**src/rtl/pinbank_pkg.sv**
```systemverilog
// Shared constants and types for the pin bank controller.
// Assumes byte offsets on a 6-bit address; only the listed offsets are mapped.
package pinbank_pkg;
    localparam int ADDR_W  = 6;
    localparam int ALT_CNT = 3;

    localparam logic [ADDR_W-1:0] OFF_DOUT     = 6'h00;
    localparam logic [ADDR_W-1:0] OFF_DOUT_SET = 6'h04;
    localparam logic [ADDR_W-1:0] OFF_DOUT_CLR = 6'h08;
    localparam logic [ADDR_W-1:0] OFF_PULL     = 6'h0C;
    localparam logic [ADDR_W-1:0] OFF_DIR      = 6'h10;
    localparam logic [ADDR_W-1:0] OFF_DIR_SET  = 6'h14;
    localparam logic [ADDR_W-1:0] OFF_DIR_CLR  = 6'h18;
    localparam logic [ADDR_W-1:0] OFF_FSEL_LO  = 6'h20;
    localparam logic [ADDR_W-1:0] OFF_FSEL_HI  = 6'h24;

    // Decoded write strobes, at most one active per cycle
    typedef struct packed {
        logic dout_ld;
        logic dout_set;
        logic dout_clr;
        logic pull_ld;
        logic dir_ld;
        logic dir_set;
        logic dir_clr;
        logic fsel_lo_ld;
        logic fsel_hi_ld;
    } wr_strb_t;
endpackage

```
**src/rtl/pinbank_setclr.sv**
```systemverilog
// Register with whole-word load plus masked set and masked clear.
// Assumes the strobes are mutually exclusive; if not, clear beats set beats load.
module pinbank_setclr #(
    parameter int WIDTH = 32
) (
    input  logic             clk,
    input  logic             rst_n,
    input  logic             ld,
    input  logic             set,
    input  logic             clr,
    input  logic [WIDTH-1:0] wdata,
    output logic [WIDTH-1:0] q
);
    // Update the stored word according to the active strobe
    always_ff @(posedge clk) begin
        if (!rst_n)   q <= '0;
        else if (clr) q <= q & ~wdata;
        else if (set) q <= q | wdata;
        else if (ld)  q <= wdata;
    end


    setbits_chk: assert property (@(posedge clk) disable iff (!rst_n)
        (set && !clr) |=> ((q & $past(wdata)) == $past(wdata)));


    clrbits_chk: assert property (@(posedge clk) disable iff (!rst_n)
        clr |=> ((q & $past(wdata)) == '0));

    // bits outside the mask do not move
    keepbits_chk: assert property (@(posedge clk) disable iff (!rst_n)
        (set || clr) |=> ((q & ~$past(wdata)) == ($past(q) & ~$past(wdata))));
endmodule

```
**src/rtl/pinbank_sync.sv**
```systemverilog
// Two-flop synchronizer for each pad input.
// Assumes pad levels are asynchronous and change slowly compared to clk.
module pinbank_sync #(
    parameter int WIDTH = 32
) (
    input  logic             clk,
    input  logic             rst_n,
    input  logic [WIDTH-1:0] async_in,
    output logic [WIDTH-1:0] sync_out
);
    logic [WIDTH-1:0] stage1;
    logic [1:0]       warm;

    // Two sampling stages per bit
    for (genvar i = 0; i < WIDTH; i++) begin : g_bit
        always_ff @(posedge clk) begin
            if (!rst_n) begin
                stage1[i]   <= 1'b0;
                sync_out[i] <= 1'b0;
            end else begin
                stage1[i]   <= async_in[i];
                sync_out[i] <= stage1[i];
            end
        end
    end

    // Count edges since reset so that the latency check starts after the pipe fills
    always_ff @(posedge clk) begin
        if (!rst_n)          warm <= 2'd0;
        else if (warm != 2'd2) warm <= warm + 2'd1;
    end


    sync_latency_chk: assert property (@(posedge clk) disable iff (!rst_n)
        (warm == 2'd2) |-> (sync_out == $past(async_in, 2)));
endmodule

```
**src/rtl/pinbank_regs.sv**
```systemverilog
// Register file: write decode, storage and combinational read mux.
// Assumes at most one bus write per cycle; unmapped offsets are ignored.
module pinbank_regs
    import pinbank_pkg::*;
#(
    parameter int N_PINS = 32
) (
    input  logic              clk,
    input  logic              rst_n,
    input  logic              bus_wr,
    input  logic [ADDR_W-1:0] bus_addr,
    input  logic [N_PINS-1:0] bus_wdata,
    input  logic [N_PINS-1:0] pad_sync,
    output logic [N_PINS-1:0] bus_rdata,
    output logic [N_PINS-1:0] dout_q,
    output logic [N_PINS-1:0] dir_q,
    output logic [N_PINS-1:0] pull_q,
    output logic [N_PINS-1:0] fsel_lo_q,
    output logic [N_PINS-1:0] fsel_hi_q
);
    wr_strb_t strb;

    // Decode the write address into one strobe
    always_comb begin
        strb = '0;
        if (bus_wr) begin
            case (bus_addr)
                OFF_DOUT:     strb.dout_ld    = 1'b1;
                OFF_DOUT_SET: strb.dout_set   = 1'b1;
                OFF_DOUT_CLR: strb.dout_clr   = 1'b1;
                OFF_PULL:     strb.pull_ld    = 1'b1;
                OFF_DIR:      strb.dir_ld     = 1'b1;
                OFF_DIR_SET:  strb.dir_set    = 1'b1;
                OFF_DIR_CLR:  strb.dir_clr    = 1'b1;
                OFF_FSEL_LO:  strb.fsel_lo_ld = 1'b1;
                OFF_FSEL_HI:  strb.fsel_hi_ld = 1'b1;
                default:      strb = '0;
            endcase
        end
    end

    pinbank_setclr #(.WIDTH(N_PINS)) u_dout (
        .clk(clk), .rst_n(rst_n), .ld(strb.dout_ld), .set(strb.dout_set),
        .clr(strb.dout_clr), .wdata(bus_wdata), .q(dout_q)
    );

    pinbank_setclr #(.WIDTH(N_PINS)) u_dir (
        .clk(clk), .rst_n(rst_n), .ld(strb.dir_ld), .set(strb.dir_set),
        .clr(strb.dir_clr), .wdata(bus_wdata), .q(dir_q)
    );

    // Plain storage registers: pull-disable and the two selector planes
    always_ff @(posedge clk) begin
        if (!rst_n) begin
            pull_q    <= '0;
            fsel_lo_q <= '0;
            fsel_hi_q <= '0;
        end else begin
            if (strb.pull_ld)    pull_q    <= bus_wdata;
            if (strb.fsel_lo_ld) fsel_lo_q <= bus_wdata;
            if (strb.fsel_hi_ld) fsel_hi_q <= bus_wdata;
        end
    end

    // Read mux: data offset merges stored outputs with synchronized inputs
    always_comb begin
        case (bus_addr)
            OFF_DOUT:    bus_rdata = (dout_q & dir_q) | (pad_sync & ~dir_q);
            OFF_PULL:    bus_rdata = pull_q;
            OFF_DIR:     bus_rdata = dir_q;
            OFF_FSEL_LO: bus_rdata = fsel_lo_q;
            OFF_FSEL_HI: bus_rdata = fsel_hi_q;
            default:     bus_rdata = '0;
        endcase
    end

    // at most one register written per cycle
    one_strobe_chk: assert property (@(posedge clk) disable iff (!rst_n)
        $onehot0(strb));

    // a write to an unmapped offset leaves all storage alone
    unmapped_chk: assert property (@(posedge clk) disable iff (!rst_n)
        (bus_wr && strb == '0) |=> ($stable(dout_q) && $stable(dir_q) && $stable(pull_q)
                                    && $stable(fsel_lo_q) && $stable(fsel_hi_q)));
endmodule

```
**src/rtl/pinbank_mux.sv**
```systemverilog
// Per-pin output selector between the pin's own registers and three peripherals.
// Assumes function number = {hi plane bit, lo plane bit}.
module pinbank_mux
    import pinbank_pkg::*;
#(
    parameter int N_PINS = 32
) (
    input  logic [N_PINS-1:0]              dout_q,
    input  logic [N_PINS-1:0]              dir_q,
    input  logic [N_PINS-1:0]              fsel_lo_q,
    input  logic [N_PINS-1:0]              fsel_hi_q,
    input  logic [ALT_CNT-1:0][N_PINS-1:0] alt_dout,
    input  logic [ALT_CNT-1:0][N_PINS-1:0] alt_oe,
    output logic [N_PINS-1:0]              pin_out,
    output logic [N_PINS-1:0]              pin_oe
);
    for (genvar i = 0; i < N_PINS; i++) begin : g_pin
        logic [1:0] fnum;
        assign fnum = {fsel_hi_q[i], fsel_lo_q[i]};

        // Choose the data/enable source for this pin
        always_comb begin
            case (fnum)
                2'd1:    begin pin_out[i] = alt_dout[0][i]; pin_oe[i] = alt_oe[0][i]; end
                2'd2:    begin pin_out[i] = alt_dout[1][i]; pin_oe[i] = alt_oe[1][i]; end
                2'd3:    begin pin_out[i] = alt_dout[2][i]; pin_oe[i] = alt_oe[2][i]; end
                default: begin pin_out[i] = dout_q[i];      pin_oe[i] = dir_q[i];     end
            endcase
        end
    end
endmodule

```
**src/rtl/pinbank_gpio.sv**
```systemverilog
// Top of the pin bank: register file, input synchronizer and output selector.
// Assumes a bus that issues at most one write per cycle and reads combinationally.
module pinbank_gpio
    import pinbank_pkg::*;
#(
    parameter int N_PINS = 32
) (
    input  logic                           clk,
    input  logic                           rst_n,
    input  logic                           bus_wr,
    input  logic [ADDR_W-1:0]              bus_addr,
    input  logic [N_PINS-1:0]              bus_wdata,
    output logic [N_PINS-1:0]              bus_rdata,
    input  logic [N_PINS-1:0]              pin_in,
    output logic [N_PINS-1:0]              pin_out,
    output logic [N_PINS-1:0]              pin_oe,
    output logic [N_PINS-1:0]              pull_dis,
    input  logic [ALT_CNT-1:0][N_PINS-1:0] alt_dout,
    input  logic [ALT_CNT-1:0][N_PINS-1:0] alt_oe
);
    logic [N_PINS-1:0] pad_sync;
    logic [N_PINS-1:0] dout_q;
    logic [N_PINS-1:0] dir_q;
    logic [N_PINS-1:0] fsel_lo_q;
    logic [N_PINS-1:0] fsel_hi_q;

    pinbank_sync #(.WIDTH(N_PINS)) u_sync (
        .clk(clk), .rst_n(rst_n), .async_in(pin_in), .sync_out(pad_sync)
    );

    pinbank_regs #(.N_PINS(N_PINS)) u_regs (
        .clk(clk), .rst_n(rst_n), .bus_wr(bus_wr), .bus_addr(bus_addr),
        .bus_wdata(bus_wdata), .pad_sync(pad_sync), .bus_rdata(bus_rdata),
        .dout_q(dout_q), .dir_q(dir_q), .pull_q(pull_dis),
        .fsel_lo_q(fsel_lo_q), .fsel_hi_q(fsel_hi_q)
    );

    pinbank_mux #(.N_PINS(N_PINS)) u_mux (
        .dout_q(dout_q), .dir_q(dir_q), .fsel_lo_q(fsel_lo_q), .fsel_hi_q(fsel_hi_q),
        .alt_dout(alt_dout), .alt_oe(alt_oe), .pin_out(pin_out), .pin_oe(pin_oe)
    );

    // function-0 pins drive exactly when their direction bit is 1
    gpio_oe_chk: assert property (@(posedge clk) disable iff (!rst_n)
        ((~(fsel_lo_q | fsel_hi_q)) & (pin_oe ^ dir_q)) == '0);

    // one cycle after reset, nothing drives a pad
    reset_idle_chk: assert property (@(posedge clk)
        $past(!rst_n) |-> (pin_oe == '0 && pull_dis == '0));
endmodule

```
**config.mk**
```make
export PLATFORM = sky130hd
export DESIGN_NAME = pinbank_gpio
export DESIGN_NICKNAME = d
export VERILOG_FILES = /design/src/rtl/pinbank_pkg.sv /design/src/rtl/pinbank_setclr.sv /design/src/rtl/pinbank_sync.sv /design/src/rtl/pinbank_regs.sv /design/src/rtl/pinbank_mux.sv /design/src/rtl/pinbank_gpio.sv
export SDC_FILE = /design/constraint.sdc
export NUM_CORES = 1
export LEC_CHECK = 0
export ABC_CLOCK_PERIOD_IN_PS = 1210
export BUFFER_PORTS_ARGS = -buffer_cell sky130_fd_sc_hd__buf_4
export CORE_ASPECT_RATIO = 1.4
export CORE_MARGIN = 2
export CORE_UTILIZATION = 45
export DETAILED_ROUTE_END_ITERATION = 8
export PLACE_DENSITY = 0.89
export SLEW_MARGIN = 20
export SYNTH_ARGS = -nofsm -noshare
export SYNTH_HDL_FRONTEND = slang
export SYNTH_SLANG_ARGS = --single-unit
```
**constraint.sdc**
```tcl
create_clock -name clk -period 1.21 [get_ports clk]
set_clock_uncertainty 0.1 [all_clocks]
set_input_delay 0.0605 -clock clk [delete_from_list [all_inputs] [get_ports clk]]
set_output_delay 0.0605 -clock clk [all_outputs]
set_load 0.02 [all_outputs]
```
**Yosys cells after proc, flatten, opt, wreduce, memory -nomap -nowiden**

Cells that the tools add are included.

- Bits in registers: 224
- Input port bits: 265
- Output and inout port bits: 128

- Multiplexer cells: 81
- Eq/ne operators: 104
- Reductions and logical operators: 3
- Bitwise gates (word level): 9

Operator list:

| kind | number |
|---|---|
| 32-bit two-way mux | 6 |
| 1-bit one-hot mux with 3 select lines | 64 |
| 32-bit one-hot mux with 5 select lines | 1 |
| 32-bit bitwise AND | 4 |
| 2-bit == test, second input constant | 64 |
| 32-bit bitwise OR | 3 |
| 2-bit by 1-bit == test with 1-bit output, second input constant | 32 |
| 32-bit NOT | 2 |
| 6-bit by 5-bit == test with 1-bit output, second input constant | 3 |
| 6-bit by 4-bit == test with 1-bit output, second input constant | 2 |
| 6-bit == test, second input constant | 2 |
| 1-bit two-way mux | 9 |
| 9-bit two-way mux | 1 |
| 6-bit by 3-bit == test with 1-bit output, second input constant | 1 |
| 6-bit logical NOT | 1 |
| 3-bit nonzero test | 2 |

**Depth between registers and ports, before layout**

- Depth in word-level cells: 6
- Depth in mapped cells: 7

**Modules after synthesis**

Synthesis repeated with hierarchy kept, for this count alone.

- Cells, all modules: 1123
- Area, all modules: 11741.3 um2

Modules (own cells, without submodules):

| module | cells each | area each (um2) | times used | sequential area each (um2) |
|---|---|---|---|---|
| pinbank_regs | 631 | 5054.8 | 1 | 1921.8 |
| pinbank_setclr | 147 | 1606.5 | 2 | 640.6 |
| pinbank_sync | 134 | 1791.7 | 1 | 1281.2 |
| pinbank_mux | 64 | 1681.6 | 1 | 0.0 |

**Worst setup path after synthesis**

No wires, ideal clock.

- Path kind: input -> output
- Start: input bus_addr[2]
- End: output bus_rdata[10]
- Cell stages on the path: 6
- Data arrival time: 1186 ps
- Path buffers: 2
- Path slack: -136 ps
- Required time: 1049 ps
- Cell sequence: buf_2 > nor2_1 > nand2_1 > clkbuf_1 > nor3b_1 > a211o_1

- Word-level cells in the longest chain between the ends: 2
- Elaborated cells between the ends (all ways): 6
- Classes of those cells: 4 x eq/ne; 1 x mux; 1 x reduce/logical

Ends and longest elaborated chain:

| element | line | RTL |
|---|---|---|
| start, declared | pinbank_gpio.sv:11 | `input logic [ADDR_W-1:0] bus_addr,` |
| 6-bit == test, or another cell as far along | pinbank_regs.sv:67 | `case (bus_addr)` |
| 32-bit one-hot mux with 5 select lines * | pinbank_regs.sv:67 |  |
| end, declared | pinbank_gpio.sv:13 | `output logic [N_PINS-1:0] bus_rdata,` |

Every way passes the cells marked *; elsewhere a longest branch is shown, timed or not.

**Worst setup path in the final report**

- Start: register u_regs.u_dir.q[1]
- End: output bus_rdata[1]

- Word-level cells in the longest chain between the ends: 4
- Elaborated cells between the ends (all ways): 5
- Classes of those cells: 1 x mux; 4 x bitwise

Ends and longest elaborated chain:

| element | line | RTL |
|---|---|---|
| start, declared | pinbank_setclr.sv:12 | `output logic [WIDTH-1:0] q` |
| start signal, assigned | pinbank_setclr.sv:17 | `else if (clr) q <= q & ~wdata;` |
| start signal, assigned | pinbank_setclr.sv:18 | `else if (set) q <= q \| wdata;` |
| start signal, assigned | pinbank_setclr.sv:19 | `else if (ld) q <= wdata;` |
| 32-bit NOT | pinbank_regs.sv:68 | `OFF_DOUT: bus_rdata = (dout_q & dir_q) \| (pad_sync & ~dir_q);` |
| 32-bit bitwise AND | pinbank_regs.sv:68 |  |
| 32-bit bitwise OR | pinbank_regs.sv:68 |  |
| 32-bit one-hot mux with 5 select lines * | pinbank_regs.sv:67 |  |

Marks and branches as above.

==> metrics.md <==
| Metric | Value |
|---|---|
| Status | finished with violations |
| Failing checks | hold timing, setup timing |
| Final setup margin | -707 ps |
| Avg WL per Cell | approximately 24 µm |
| Final slew viol count | 0 |
| Sw Ratio | 0.238 |
| CP arrival | roughly 1800 ps |
| Gate power share | 0.129 |
| CP startpoint kind | flop |
| Synthesized area per cell | just under 10 µm² |
| Site Rows | 67 |
| Die X | 135 µm |
| Leakage | ~7.6 nW |
| H-tree depth | 1 |
| Clock network fraction of total power | 0.414 |
| Post-synth top area share | 0.414 |
| CTS tree | built |
| Initial drt markers | approximately 1100 |
| Clock transition at path regs | 60 ps |
| Die height | 188 µm |
| Grt ovf | 0 |
| GR Util met2 | 0.605 |
| Routed via count | between 10000 and 15000 |
| Layout Nets | 1909 |
| Worst slew pin tran | 564 ps |
| Antenna-violating nets left | 0 |
| Worst setup EP type | primary output |
| Post-DP HPWL | 29100 µm |
| Drt pass-1 iters | 5 |
| Layout Area Growth over Synthesis | 62.2% |
| Skew-Pair Late Insertion Delay | between 400 and 500 ps |
| Netlist Area Pre-Place | 10800 µm² |
| Worst hold slack | -4.64 ps |
| I/O Buffers | 392 |
| Synthesis warning total | 0 |
| Starting Density | 0.455 |
| Pre-CTS WS | -460 ps |
| First-pass GRT wire length | between 70000 and 80000 µm |
| Worst slew margin | 0.624 |
| Layout cell share with drive strength beyond 1 | 0.475 |
| CORE AREA | roughly 24000 µm² |
| Root Driver | clkbuf_16 |
| Clock sink count | between 200 and 250 |
| RSZ-0062 raised after global routing | yes |
| Post-synth EDFFs | 0 |
| GR peak layer | met2 |
| Max Freq | around 0.52 GHz |
| Ys async rst share | 0 |
| Worst IR Drop VDD | 0.984 mV |
| Global routing usage on met3 | 0.104 |
| Num CTS Buffers | 22 |
| Max-cap violation count | 0 |
| Met1 Use GR | 0.383 |
| GP Congestion | 0.850 |
| Routed vias/inst | between 6 and 7 |
| Period Utilization, post-route | 1.58 |
| Yosys top cell by area | dfxtp_1 |
| Crit Path Max Fanout | 4 |
| Final setup fails | 102 |
| WP data required | roughly 1100 ps |
| Net Switching | between 3 and 4 mW |
| Synth Flop Type | dfxtp_1 |
| Register bit total from synthesis | between 200 and 250 |
| CP Class | reg2out |
| DRC viols | 0 |
| Sequential area share after synthesis | 0.414 |
| Final wirelength | 47700 µm |
| Ports | 393 |
| GRT Overall Usage | 0.363 |
| Min cycle time layout | roughly 1900 ps |
| Worst hold path type | in2reg |
| Final-report hold violation count | 1 |
| P per Cell Area | approximately 930 nW/µm² |
| Largest net degree at the start of global routing | 35 |
| Pint | 12.5 mW |
| Yosys cell types | 32 |
| Antenna violations before repair | 2 |
| Post-Synthesis Cells | ~1100 |
| Maximum root-to-sink buffer count | 3 |
| Mapped Nets | 1364 |
| Vias in the first global route | between 10000 and 15000 |
| Sequential share of power | 0.457 |
| Top post-synthesis cells by area | dfxtp_1, mux4_2, nand2_1, mux2i_1, and2_1 |
| Fin util | 0.739 |
| Die area | approximately 25000 µm² |
layer usage:
layer,up-vias,share of wire
li1,5105,-
met3,289,0.10
met1,5668,0.33
met2,989,0.50
met5,-,0
met4,0,0.072
layout make-up:
| type | count | area, µm² |
|---|---|---|
| antenna | 1 | 2.50 |
| clock buffer | 32 | 669 |
| clock inverter | 6 | 38.8 |
| fill | 1449 | 6220 |
| multi-input combinational | 791 | 6200 |
| sequential | 224 | 4670 |
| tap | 310 | 388 |
| timing repair buffer | 605 | 5610 |
synthesized netlist by cell type, types with 6 or more instances:
master / n
nand2_1: 197
nor3b_1: 31
a21boi_1: 38
mux2i_1: 65
o22ai_1: 31
mux4_2: 64
buf_2: 13
o21ai_1: 15
a21boi_0: 26
dfxtp_1: 224
buf_6: 15
a211o_1: 32
and2_1: 64
o21ai_0: 77
a31o_1: 21
nor2_1: 66
a31o_2: 43
buf_4: 6
clkbuf_1: 48
power by group through the flow:
| stage | logic (mW) | registers [mW] | clock network, mW |
|---|---|---|---|
| 2_1_floorplan | 0.584 | 7.70 | 0 |
| 3_3_place_gp | 1.59 | 7.72 | 0 |
| 3_5_place_dp | 1.64 | 7.72 | 0 |
| 4_1_cts | 1.98 | 7.49 | 6.80 |
| 5_1_grt | 2.20 | 7.49 | 7.16 |
| 6_report | 2.11 | 7.49 | 6.79 |
metrics by stage:
| step | area [µm²] | power (mW) | setup TNS, ps | cells |
|---|---|---|---|---|
| after global routing | 17600 | 16.8 | -51290 | 1968 |
| after global placement | 15000 | 9.30 | -68400 | 1823 |
| after detailed placement | 15000 | 9.36 | -75420 | 1823 |
| final | 17600 | 16.4 | -47240 | 1969 |
| after CTS | 17300 | 16.3 | -47500 | 1968 |
| after floorplan | 11000 | 8.29 | -2150 | 1099 |
repair_timing:
action                     CTS  global route
resized for setup          228            85
hold buffers               108             0
setup buffers                0             6
hold endpoints to repair   206             0
pin swaps                   65             5
setup endpoints to repair  116           158
worst max-delay path, cell delays in order, from the launching register on:
cell and delay (ps):
dfxtp_1 430, o21ai_1 110, o22ai_1 410, a211o_4 200, buf_6 120
flip-flops by register name, summed over array words and instances (netlist names):
name and count:
u_regs.u_dir.q 32, u_sync.stage1 32, u_regs.pull_q 32, u_regs.u_dout.q 32, u_regs.fsel_hi_q 32, u_sync.sync_out 32, u_regs.fsel_lo_q 32
kinds of logic after synthesis:
kind of cell,synth area share
DFF,0.414
buffers and inverters,0.0431
and+or+nand+nor,0.164
xor gates and xnor gates,0.000808
AOI/OAI and AO/OA,0.186
muxes,0.193
worst paths after layout:
| kind | start | end | slack (ps) | cells past startpoint |
|---|---|---|---|---|
| setup / recovery | u_regs.u_dir.q[1] | bus_rdata[1] | -710 | 4 |
| hold / removal | rst_n | u_regs.pull_q[20] | -5 | 4 |
| setup reg to reg | u_regs.fsel_lo_q[13] | u_regs.fsel_lo_q[13] | 230 | 3 |
| hold reg to reg | u_sync.stage1[19] | u_sync.sync_out[19] | 330 | 1 |
placed cells by master (no fill, tap or decap), drive strengths merged, types with 2 or more instances in the layout:
cell type     instances
nand2               198
mux2i                65
o22ai                31
dlymetal6s4s          7
dfxtp               224
nand3                 3
a31o                 64
o21ai                96
clkbuf               32
dlygate4sd3          99
nor2                 66
and3                  5
clkinv                3
buf                 499
nor4b                 2
nor3b                31
a21boi               64
a211o                32
mux4                 64
and2                 64
clkinvlp              2
No activity file was read; power rests on OpenSTA's default activity.
